`src/rtl/tsf_pkg.sv`:
```
package tsf_pkg;
    localparam int NUM_CH   = 4;
    localparam int REG_W    = 8;
    localparam int OVF_BIT  = 7;
    localparam logic [2:0] PAD_ONES = 3'b111;

    typedef enum logic [1:0] {
        MODE_CAPTURE = 2'b00,
        MODE_COMPARE = 2'b01,
        MODE_PWM     = 2'b10,
        MODE_PWM2    = 2'b11
    } tmr_mode_e;

    typedef struct packed {
        logic flag;
        logic mark;
    } flag_state_t;
endpackage

```
`src/rtl/tsf_evt_sel.sv`:
```
module tsf_evt_sel
    import tsf_pkg::*;
#(
    parameter int CH = NUM_CH
) (
    input  logic [1:0]    mode,
    input  logic [CH-1:0] edge_stb,
    input  logic [CH-1:0] match_stb,
    output logic [CH-1:0] set_stb
);
    tmr_mode_e mode_e;

    always_comb begin
        mode_e = tmr_mode_e'(mode);
    end

    for (genvar i = 0; i < CH; i++) begin : g_sel
        always_comb begin
            if (mode_e == MODE_CAPTURE) set_stb[i] = edge_stb[i];
            else                        set_stb[i] = match_stb[i];
        end
    end
endmodule

```
`src/rtl/tsf_flag_cell.sv`:
```
module tsf_flag_cell
    import tsf_pkg::*;
(
    input  logic clk,
    input  logic rst,
    input  logic set_i,
    input  logic rd_i,
    input  logic wr_i,
    input  logic wbit_i,
    output logic flag_o
);
    flag_state_t st_d, st_q;
    logic        clr_ok;

    always_comb begin
        st_d   = st_q;
        clr_ok = wr_i && !wbit_i && st_q.mark;
        st_d.flag = set_i || (st_q.flag && !clr_ok);
        if (rd_i)      st_d.mark = st_q.flag;
        else if (wr_i) st_d.mark = 1'b0;
    end

    always_ff @(posedge clk) begin
        if (rst) st_q <= '0;
        else     st_q <= st_d;
    end

    assign flag_o = st_q.flag;

    AST_SET_WINS: assert property (@(posedge clk) disable iff (rst)
        set_i |=> flag_o);
    AST_CLR_NEEDS_MARK: assert property (@(posedge clk) disable iff (rst)
        (flag_o && !(wr_i && !wbit_i && st_q.mark)) |=> flag_o);
    AST_ONE_KEEPS: assert property (@(posedge clk) disable iff (rst)
        (wr_i && wbit_i && flag_o) |=> flag_o);
    AST_WRITE_EATS_MARK: assert property (@(posedge clk) disable iff (rst)
        (wr_i && !rd_i) |=> !st_q.mark);
endmodule

```
`src/rtl/tmr_status_flags.sv`:
```
module tmr_status_flags
    import tsf_pkg::*;
#(
    parameter int CH = NUM_CH
) (
    input  logic          clk,
    input  logic          rst,
    input  logic [1:0]    mode,
    input  logic [CH-1:0] edge_stb,
    input  logic [CH-1:0] match_stb,
    input  logic          ovf_stb,
    input  logic          rd_en,
    input  logic          wr_en,
    input  logic [REG_W-1:0] wr_data,
    output logic [REG_W-1:0] rd_data
);
    localparam int NFLAG = CH + 1;

    logic [CH-1:0]    ch_set;
    logic [NFLAG-1:0] set_all;
    logic [NFLAG-1:0] wbits;
    logic [NFLAG-1:0] flags;

    tsf_evt_sel #(.CH(CH)) u_sel (
        .mode      (mode),
        .edge_stb  (edge_stb),
        .match_stb (match_stb),
        .set_stb   (ch_set)
    );

    always_comb begin
        set_all = {ovf_stb, ch_set};
        wbits   = {wr_data[OVF_BIT], wr_data[CH-1:0]};
    end

    for (genvar b = 0; b < NFLAG; b++) begin : g_bit
        tsf_flag_cell u_cell (
            .clk    (clk),
            .rst    (rst),
            .set_i  (set_all[b]),
            .rd_i   (rd_en),
            .wr_i   (wr_en),
            .wbit_i (wbits[b]),
            .flag_o (flags[b])
        );
    end

    always_comb begin
        rd_data = {flags[CH], PAD_ONES, flags[CH-1:0]};
    end

    AST_RESET_VALUE: assert property (@(posedge clk)
        rst |=> (rd_data == 8'h70));
    AST_OVF_SETS: assert property (@(posedge clk) disable iff (rst)
        ovf_stb |=> rd_data[OVF_BIT]);
    for (genvar c = 0; c < CH; c++) begin : g_chk
        AST_CAP_SETS: assert property (@(posedge clk) disable iff (rst)
            (mode == 2'b00 && edge_stb[c]) |=> rd_data[c]);
        AST_CMP_SETS: assert property (@(posedge clk) disable iff (rst)
            (mode != 2'b00 && match_stb[c]) |=> rd_data[c]);
        AST_CAP_NO_MATCH: assert property (@(posedge clk) disable iff (rst)
            (mode == 2'b00 && !edge_stb[c] && !rd_data[c]) |=> !rd_data[c]);
        AST_CMP_NO_EDGE: assert property (@(posedge clk) disable iff (rst)
            (mode != 2'b00 && !match_stb[c] && !rd_data[c]) |=> !rd_data[c]);
    end
endmodule

```
`config.mk`:
```
export PLATFORM = sky130hd
export DESIGN_NAME = tmr_status_flags
export DESIGN_NICKNAME = d
export VERILOG_FILES = /design/src/rtl/tsf_pkg.sv /design/src/rtl/tsf_evt_sel.sv /design/src/rtl/tsf_flag_cell.sv /design/src/rtl/tmr_status_flags.sv
export SDC_FILE = /design/constraint.sdc
export NUM_CORES = 1
export LEC_CHECK = 0
export CORE_MARGIN = 4
export CORE_UTILIZATION = 33
export CTS_CLUSTER_SIZE = 30
export DETAILED_ROUTE_END_ITERATION = 16
export GPL_ROUTABILITY_DRIVEN = 0
export PLACE_DENSITY_LB_ADDON = 0.3
export SYNTH_ARGS = -nofsm -noshare
export SYNTH_HDL_FRONTEND = slang
export SYNTH_SLANG_ARGS = --single-unit
export TNS_END_PERCENT = 30
```
`constraint.sdc`:
```
create_clock -name clk -period 0.9 [get_ports clk]
set_input_delay 0.18 -clock clk [delete_from_list [all_inputs] [get_ports clk]]
set_output_delay 0.18 -clock clk [all_outputs]
set_load 0.05 [all_outputs]
```
==> metrics.txt, run 1 <==
Clock power frac 30.5%; multiplexer share of the synthesized area 0%; CP peak stage delay 0.36 ns; DP Wirelength 942 µm; mean number of vias per cell 4.79; final setup fails 5; Post-Place Worst Slack -0.483 ns; Seq/Total Area, Yosys 36.5%; Antenna diodes 0; CTS Sinks 10; failing checks negative setup slack; Crit-path slowest cell dfxtp_2; setup ws final -0.0469 ns; Top Ports 31; Overflow after GRT 0; Post-Synth Simple-Gate Area 36.3%; crit path kind reg2out; Int Power 0.941 mW; initial drt markers 8; PortBufs 24; CP Max Fanout 3; CTS clk-pin slew, worst paths 0.07 ns; CTS Hold Bufs 0; final setup TNS -0.209 ns; number of CTS-inserted buffers 3; pwr/cell area 1500 nW/µm²; Hold Path Origin rst; DIE AREA 2380 µm²; initial antenna violation count 0; DRT antenna net count 0; multi-input logic area 289 µm²; Worst EP required 0.72 ns; synth warn 0; max-cap violations 0; Max Fclk 1.06 GHz; Mean Syn Cell Area 9.13 µm²; Worst path top cell family by delay flip-flops; Tmin final 0.947 ns; share of cells above drive strength 1 27.1%; CTS root buf clkbuf_4; Syn-to-layout area delta 60.3%; drt first pass iters 4; TritonCTS clock tree done; Residual DRC 0; XOR/XNOR Fraction of Synth Area 0%; buffers plus inverters on the worst setup path 1; hold path cells 3; Sw Pwr 0.377 mW; main combinational cell family by area after synthesis simple AND/OR/NAND/NOR gates; RSZ-0062 raised after global routing true; flops & latches, synth 10; synth unique cells 14; Gate power share 30.0%; Core Footprint 1540 µm²; crit end category output pin; Fin. Hold Viols 0; Initial Util 35.6%; Final Non-Filler Cells 101; routed via count 484; CP Launch Type register; Slew Viols, Final 0; crit share post-route 105%; die width 48.8 µm; Post-Place Cells 96; switching share of power 28.6%; status complete, but fails checks; CP arrival 0.77 ns; sequential power share 39.5%; complex-gate fraction of the synthesized area 12.6%; vias in the first global route 420; final wirelength 1180 µm; Synth Area in Adders 0%; H-tree depth 1; placement row count 14; Die Ht 48.8 µm; pin count of the biggest net entering global routing 11; Clk Latency, worst-skew pair 0.26 ns; worst path cell trace buf_12; fillers 142; FF/Latch Area 215 µm²; GRT Util Overall 9.83%; reg2reg end g_bit[2].u_cell.st_q[0]; Leakage 0.365 nW; maximum vdd drop 0.000733 V; R2R depth 2; Synth Instances 60; Worst R2R Start g_bit[2].u_cell.st_q[0]; synthesized area 548 µm²; Worst Hold End g_bit[0].u_cell.st_q[0]; flop-to-flop setup slack 0.02 ns; clk buf depth 2; Hold Crit Class in2reg; Setup Skew 0.000196 ns; first-pass GRT wire length 1750 µm; Wirelength per Cell 11.7 µm; NumNets Final 109
## power groups by stage
stage | Clock (mW) | Sequential (mW) | Combinational, mW
after floorplan | 0 | 0.507 | 0.234
after global placement | 0 | 0.525 | 0.392
after detailed placement | 0 | 0.527 | 0.396
after CTS | 0.414 | 0.522 | 0.384
after global routing | 0.453 | 0.524 | 0.418
final | 0.401 | 0.520 | 0.396
## per-layer routing
metal	vias to the layer above	wire, µm	global-route usage, %
li1	258	-	-
met1	205	526	11.4
met2	19	547	12.8
met3	2	83	5.52
met4	0	23	8.07
met5	-	0	0
## cell families after synthesis
group	after synthesis
AND/OR/NAND/NOR	29
AO/OA/AOI/OAI	10
flip-flops	10
buffers and inverters	10
other	1
## placed cells by master, fill, tap and decap left out, drive strengths merged
cell,instances
nor2,3
clkdlybuf4s15,1
and3b,4
nand2,5
nand2b,8
buf,10
a21oi,5
a311oi,1
dlygate4sd2,8
clkbuf,4
or4b,4
dfxtp,10
o221ai,4
conb,3
clkdlybuf4s50,10
or3b,5
## synth_stat cells
cell type   n  area share (%)
nand2b_1    8             9.1
dfxtp_1    10              37
and3b_1     4             6.4
buf_2       1            0.91
buf_4       8              11
a311oi_1    1             1.6
nor2_1      3             2.1
nand2_1     5             3.4
buf_6       1             2.1
or3b_1      5             8.0
or4b_1      4             7.3
a21oi_1     5             4.6
o221ai_1    4             6.4
conb_1      1            0.68
## cell type report
class,instances,area share (%)
clock buffers,4,4.13
multi-input cells,42,32.9
flip-flops and latches,10,24.5
well taps,16,2.28
repair buffers,29,36.2
## state kept, by name, summed over array words and instances (netlist names)
| name | flops |
|---|---|
| g_bit.u_cell.st_q | 5 |
| g_bit.u_cell.flag_o | 5 |
## worst max-delay path by stage
stage | startpoint | cells past startpoint | slack [ns] | to
after floorplan | rd_en | 3 | 0.06 | g_bit[0].u_cell.st_q[0]
after global placement | rst | 3 | -0.47 | g_bit[0].u_cell.flag_o
after detailed placement | rst | 3 | -0.48 | g_bit[0].u_cell.flag_o
after CTS | g_bit[3].u_cell.flag_o | 1 | -0.06 | rd_data[3]
after global routing | g_bit[1].u_cell.flag_o | 1 | -0.08 | rd_data[1]
final | g_bit[0].u_cell.flag_o | 1 | -0.05 | rd_data[0]
## per-stage QoR
step | total power [mW] | cell area, µm² | util (%) | hold slack, ns
2_1_floorplan | 0.741 | 556 | - | 0.295
3_3_place_gp | 0.917 | 820 | 53.2 | 0.420
3_5_place_dp | 0.923 | 820 | 53.2 | 0.441
4_1_cts | 1.32 | 851 | 55.2 | 0.400
5_1_grt | 1.40 | 878 | 57.0 | 0.415
6_report | 1.32 | 878 | 57.0 | 0.391
## timing repair
item / in CTS / in global routing
endpoints found under the hold margin: 0 / 0
gates resized for setup: 14 / 8
setup buffers: 0 / 1
pin swaps: 0 / 3
setup endpoints to repair: 14 / 11
(Power assumes the default switching activity.)
==> run 2: changes to the inputs <==
--- a/config.mk
+++ b/config.mk
@@ -5,11 +5,13 @@
 export SDC_FILE = /design/constraint.sdc
 export NUM_CORES = 1
 export LEC_CHECK = 0
+export ABC_CLOCK_PERIOD_IN_PS = 800
 export CORE_MARGIN = 4
 export CORE_UTILIZATION = 33
 export CTS_CLUSTER_SIZE = 30
 export DETAILED_ROUTE_END_ITERATION = 16
 export GPL_ROUTABILITY_DRIVEN = 0
+export MAX_ROUTING_LAYER = met4
 export PLACE_DENSITY_LB_ADDON = 0.3
 export SYNTH_ARGS = -nofsm -noshare
 export SYNTH_HDL_FRONTEND = slang
==> constraint.sdc (replaced) <==
create_clock -name clk -period 0.8 [get_ports clk]
set_input_delay 0.16 -clock clk [delete_from_list [all_inputs] [get_ports clk]]
set_output_delay 0.16 -clock clk [all_outputs]
set_load 0.05 [all_outputs]
==> run 2 against run 1 <==
The flow still finishes with violations (negative setup slack). Sequential power increased by 13%. Non-clock buffer count fell by 1. Global-route usage increased by 0.66 points. Power increased by 11%.
==> metrics.txt, run 2 (synthesis results as in run 1) <==
vias in the first global route 481; worst path cell trace buf_12; DP Wirelength 946 µm; most frequent cells in the layout 10 x clkdlybuf4s50_1, 8 x nand2b_1, 6 x dlygate4sd2_1; number of CTS-inserted buffers 3; WL met3 133 µm; Worst EP required 0.64 ns; Antenna diodes 0; Syn-to-layout area delta 58.7%; Fin. Hold Viols 0; Top Ports 31; Max Used Layer met3; clk buf depth 2; Post-Place Worst Slack -0.567 ns; M1 wire length 506 µm; CP Max Fanout 3; setup ws final -0.118 ns; crit share post-route 115%; CP peak stage delay 0.36 ns; buffers plus inverters on the worst setup path 1; CP Launch Type register; DRT antenna net count 0; Crit-path slowest cell dfxtp_4; Slew Viols, Final 0; PortBufs 24; routed wl met2 545 µm; crit path kind reg2out; share of cells above drive strength 1 31.0%; Overflow after GRT 0; Die Ht 48.8 µm; final wirelength 1190 µm; drt first pass iters 4; Leakage 0.360 nW; maximum vdd drop 0.00105 V; Clk Latency, worst-skew pair 0.26 ns; CP arrival 0.76 ns; initial antenna violation count 0; failing checks negative setup slack; Residual DRC 0; Max Fclk 1.09 GHz; final setup fails 10; mean number of vias per cell 4.94; DP Area 812 µm²; Post-Place Cells 95; final core area utilization 56.4%; GRT Util Overall 10.5%; final setup TNS -0.776 ns; pin count of the biggest net entering global routing 11; Final Non-Filler Cells 100; NumNets Final 108; Core Footprint 1540 µm²; Worst path top cell family by delay flip-flops; Wirelength per Cell 11.9 µm; pwr/cell area 1690 nW/µm²; max-cap violations 0; die width 48.8 µm; routed via count 494; RSZ-0062 raised after global routing true; TritonCTS clock tree done; Initial Util 35.6%; first-pass GRT wire length 1960 µm; Worst Hold Margin 0.250 ns; Tmin final 0.918 ns; placement row count 14; initial drt markers 2; CTS Hold Bufs 0; most common cell after layout, fill and taps aside clkdlybuf4s50_1; status complete, but fails checks; DIE AREA 2380 µm²; Hold Crit Class in2reg; H-tree depth 1; crit end category output pin; Finished Cell Area 870 µm²; CTS clk-pin slew, worst paths 0.07 ns; Setup Skew 0.00345 ns; Tot Pwr 1.47 mW; CTS Sinks 10; CTS root buf clkbuf_4
## run 2: changes by cell type in the layout (fill, tap and decap cells not counted), sizes merged
cell / before / now
buf: 10 / 11
dlygate4sd2: 8 / 6
## run 2: layout make-up
class                   count  area, µm²
multi-input cells          42        289
clock buffers               4       36.3
flip-flops and latches     10        220
repair buffers             28        304
fillers                   154        672
well taps                  16       20.0
## run 2: repair_timing
action,CTS,global route
resized for setup,23,8
setup buffers,0,1
endpoints found under the hold margin,0,0
endpoints found under the setup margin,15,12
pin swaps,3,1
## run 2: path summary, 6_finish.rpt
check,from,end,slack (ns),depth (start not counted)
worst max register to register,g_bit[0].u_cell.st_q[0],g_bit[0].u_cell.st_q[0],-0.05,2
worst max-delay path,g_bit[2].u_cell.flag_o,rd_data[2],-0.12,1
worst min-delay path,rst,g_bit[1].u_cell.st_q[0],0.25,3
worst min register to register,g_bit[4].u_cell.st_q[0],g_bit[4].u_cell.flag_o,0.44,1
## run 2: where the power goes
part	total, mW	leakage, nW	internal [mW]	switching [mW]
logic	0.443	0.253	0.234	0.210
registers	0.587	0.0862	0.547	0.0391
clock network	0.437	0.0210	0.276	0.162
total	1.47	0.360	1.06	0.410
## run 2: metal layers
metal / GRT usage (%) / vias up
li1: - / 255
met1: 11.4 / 217
met2: 17.0 / 22
met3: 5.21 / 0
met4: 2.69 / 0
met5: - / -
==> run 3: changes to the inputs <==
--- a/config.mk
+++ b/config.mk
@@ -5,14 +5,16 @@
 export SDC_FILE = /design/constraint.sdc
 export NUM_CORES = 1
 export LEC_CHECK = 0
+export ABC_AREA = 1
 export ABC_CLOCK_PERIOD_IN_PS = 800
 export CORE_MARGIN = 4
-export CORE_UTILIZATION = 33
+export CORE_UTILIZATION = 31
 export CTS_CLUSTER_SIZE = 30
 export DETAILED_ROUTE_END_ITERATION = 16
 export GPL_ROUTABILITY_DRIVEN = 0
 export MAX_ROUTING_LAYER = met4
 export PLACE_DENSITY_LB_ADDON = 0.3
+export RECOVER_POWER = 25
 export SYNTH_ARGS = -nofsm -noshare
 export SYNTH_HDL_FRONTEND = slang
 export SYNTH_SLANG_ARGS = --single-unit
==> run 3 against run 2 <==
The flow still finishes with violations (negative setup slack). Die area down 1.3%. Via count grew 6.3%. Critical path depth unchanged. Hold slack better by 0.17 ns. Combinational power shrank 5.6%. Clock skew fell by 0.0032 ns. Critical endpoint unchanged. Setup slack got worse by 0.0095 ns. Flip-flop and latch count is the same.
==> metrics.txt, run 3 <==
status complete, but fails checks; failing checks negative setup slack; RSZ-0062 raised after global routing true; Worst R2R Start g_bit[2].u_cell.flag_o; pin count of the biggest net entering global routing 11; Hold Crit Class in2reg; routed via count 525; DIE AREA 2350 µm²; Top Ports 31; Tmin final 0.928 ns; TritonCTS clock tree done; DRT antenna net count 0; Hold Path Origin mode[0]; Antenna diodes 0; final setup TNS -0.664 ns; Slew Viols, Final 0; mean number of vias per cell 4.27; CTS clk-pin slew, worst paths 0.07 ns; crit path kind reg2out; CP arrival 0.77 ns; Residual DRC 0; Mean Syn Cell Area 6.33 µm²; initial antenna violation count 0; Clk Latency, worst-skew pair 0.27 ns; synth warn 0; Worst Hold Margin 0.422 ns; Initial Util 33.3%; PortBufs 24; Die Ht 48.4 µm; initial drt markers 5; synthesized area 507 µm²; CP Max Fanout 2; final wirelength 1130 µm; GRT Util Overall 10.7%; drt first pass iters 4; Fin. Hold Viols 0; Worst path top cell family by delay flip-flops; synth unique cells 11; crit end category output pin; clk buf depth 2; Crit-path slowest cell dfxtp_2; CP peak stage delay 0.36 ns; CP Launch Type register; CTS root buf clkbuf_4; Max Fclk 1.08 GHz; share of cells above drive strength 1 23.4%; asr flop ratio synth 0%; Final Non-Filler Cells 123; H-tree depth 1; number of CTS-inserted buffers 3; Synth Instances 80; number of synthesized flops with an enable pin 0; worst path cell trace buf_12; setup ws final -0.128 ns; Post-Place Cells 115; Post-synth top flop dfxtp_1; crit share post-route 116%; most frequent cells in the layout 27 x nand2_1, 16 x clkdlybuf4s50_1, 12 x nor2_1, 8 x inv_1; Syn-to-layout area delta 70.9%; final setup fails 10; Worst EP required 0.64 ns; top cells by count, synth 27 x nand2_1, 15 x nor2_1, 10 x dfxtp_1; maximum vdd drop 0.000617 V; Critical Path Start g_bit[2].u_cell.flag_o; Leakage 0.403 nW; DP Wirelength 885 µm; most common cell after layout, fill and taps aside nand2_1; Core Footprint 1520 µm²; buffers plus inverters on the worst setup path 1; NumNets Final 131; Setup Skew 0.000271 ns; flops & latches, synth 10; pwr/cell area 1660 nW/µm²; cell accounting for the most synthesized area dfxtp_1; Wirelength per Cell 9.16 µm; top area cells in the synthesized netlist dfxtp_1 40%, nand2_1 20%, buf_4 12%; Post-Place Worst Slack -0.451 ns; share of the synthesized area in the top cell type 39.5%; max-cap violations 0; Seq/Total Area, Yosys 39.5%; vias in the first global route 463; Overflow after GRT 0; die width 48.4 µm; CTS Sinks 10; top-count cell post-synth nand2_1; placement row count 14; first-pass GRT wire length 1860 µm
-- run 3: worst paths after layout --
kind | end | slack, ns | cells past startpoint
setup reg to reg | g_bit[2].u_cell.flag_o | 0.02 | 5
hold reg to reg | g_bit[0].u_cell.st_q[0] | 0.46 | 2
setup / recovery | rd_data[2] | -0.13 | 1
hold / removal | g_bit[1].u_cell.flag_o | 0.42 | 5
-- run 3: routing by layer --
layer / track usage, % / share of wire [%] / up-vias
met2: 15.7 / 45 / 27
li1: - / - / 282
met1: 11.5 / 41 / 212
met3: 3.07 / 10 / 4
met5: - / 0 / -
met4: 9.68 / 3.4 / 0
-- run 3: final cells by class --
class	count	area (µm²)
Clock buffer	4	36.3
Fill cell	143	658
Inverter	8	30.0
Multi-Input combinational cell	55	228
Sequential cell	10	208
Tap cell	16	20.0
Timing Repair Buffer	30	344
-- run 3: power breakdown --
part | internal [mW] | leakage [nW] | total, mW | switching, mW
registers | 0.535 | 0.0842 | 0.563 | 0.0275
logic | 0.219 | 0.298 | 0.418 | 0.199
clock network | 0.276 | 0.0210 | 0.458 | 0.181
-- run 3: timing repair --
item	4_1_cts	5_1_grt
setup buffers	3	1
endpoints found under the hold margin	0	0
pin swaps	4	2
setup endpoints to repair	15	13
hold buffers	0	0
gates resized for setup	10	2
-- run 3: stage by stage --
| step | power (mW) | area (µm²) | util [%] |
|---|---|---|---|
| global route | 1.51 | 866 | 56.8 |
| floorplan | 0.781 | 514 | - |
| global placement | 0.965 | 788 | 51.7 |
| CTS | 1.45 | 853 | 56.0 |
| finish | 1.44 | 866 | 56.8 |
| detailed placement | 0.968 | 788 | 51.7 |
-- run 3: kinds of logic (layout without fill, tap and decap cells) --
| logic type | after synthesis | in the layout | share of synthesized area (%) |
|---|---|---|---|
| AOI/OAI and AO/OA | 8 | 8 | 7.90 |
| buffers and inverters | 17 | 42 | 18.5 |
| DFF | 10 | 10 | 39.5 |
| other | 1 | 3 | 0.740 |
| and+or+nand+nor | 44 | 44 | 33.3 |
-- run 3: worst register-to-register path: stages, from the launching register on --
cell	delay, ns
dfxtp_2	0.34
buf_4	0.13
inv_1	0.06
nor2_2	0.04
nor2_1	0.08
nor2_1	0.04
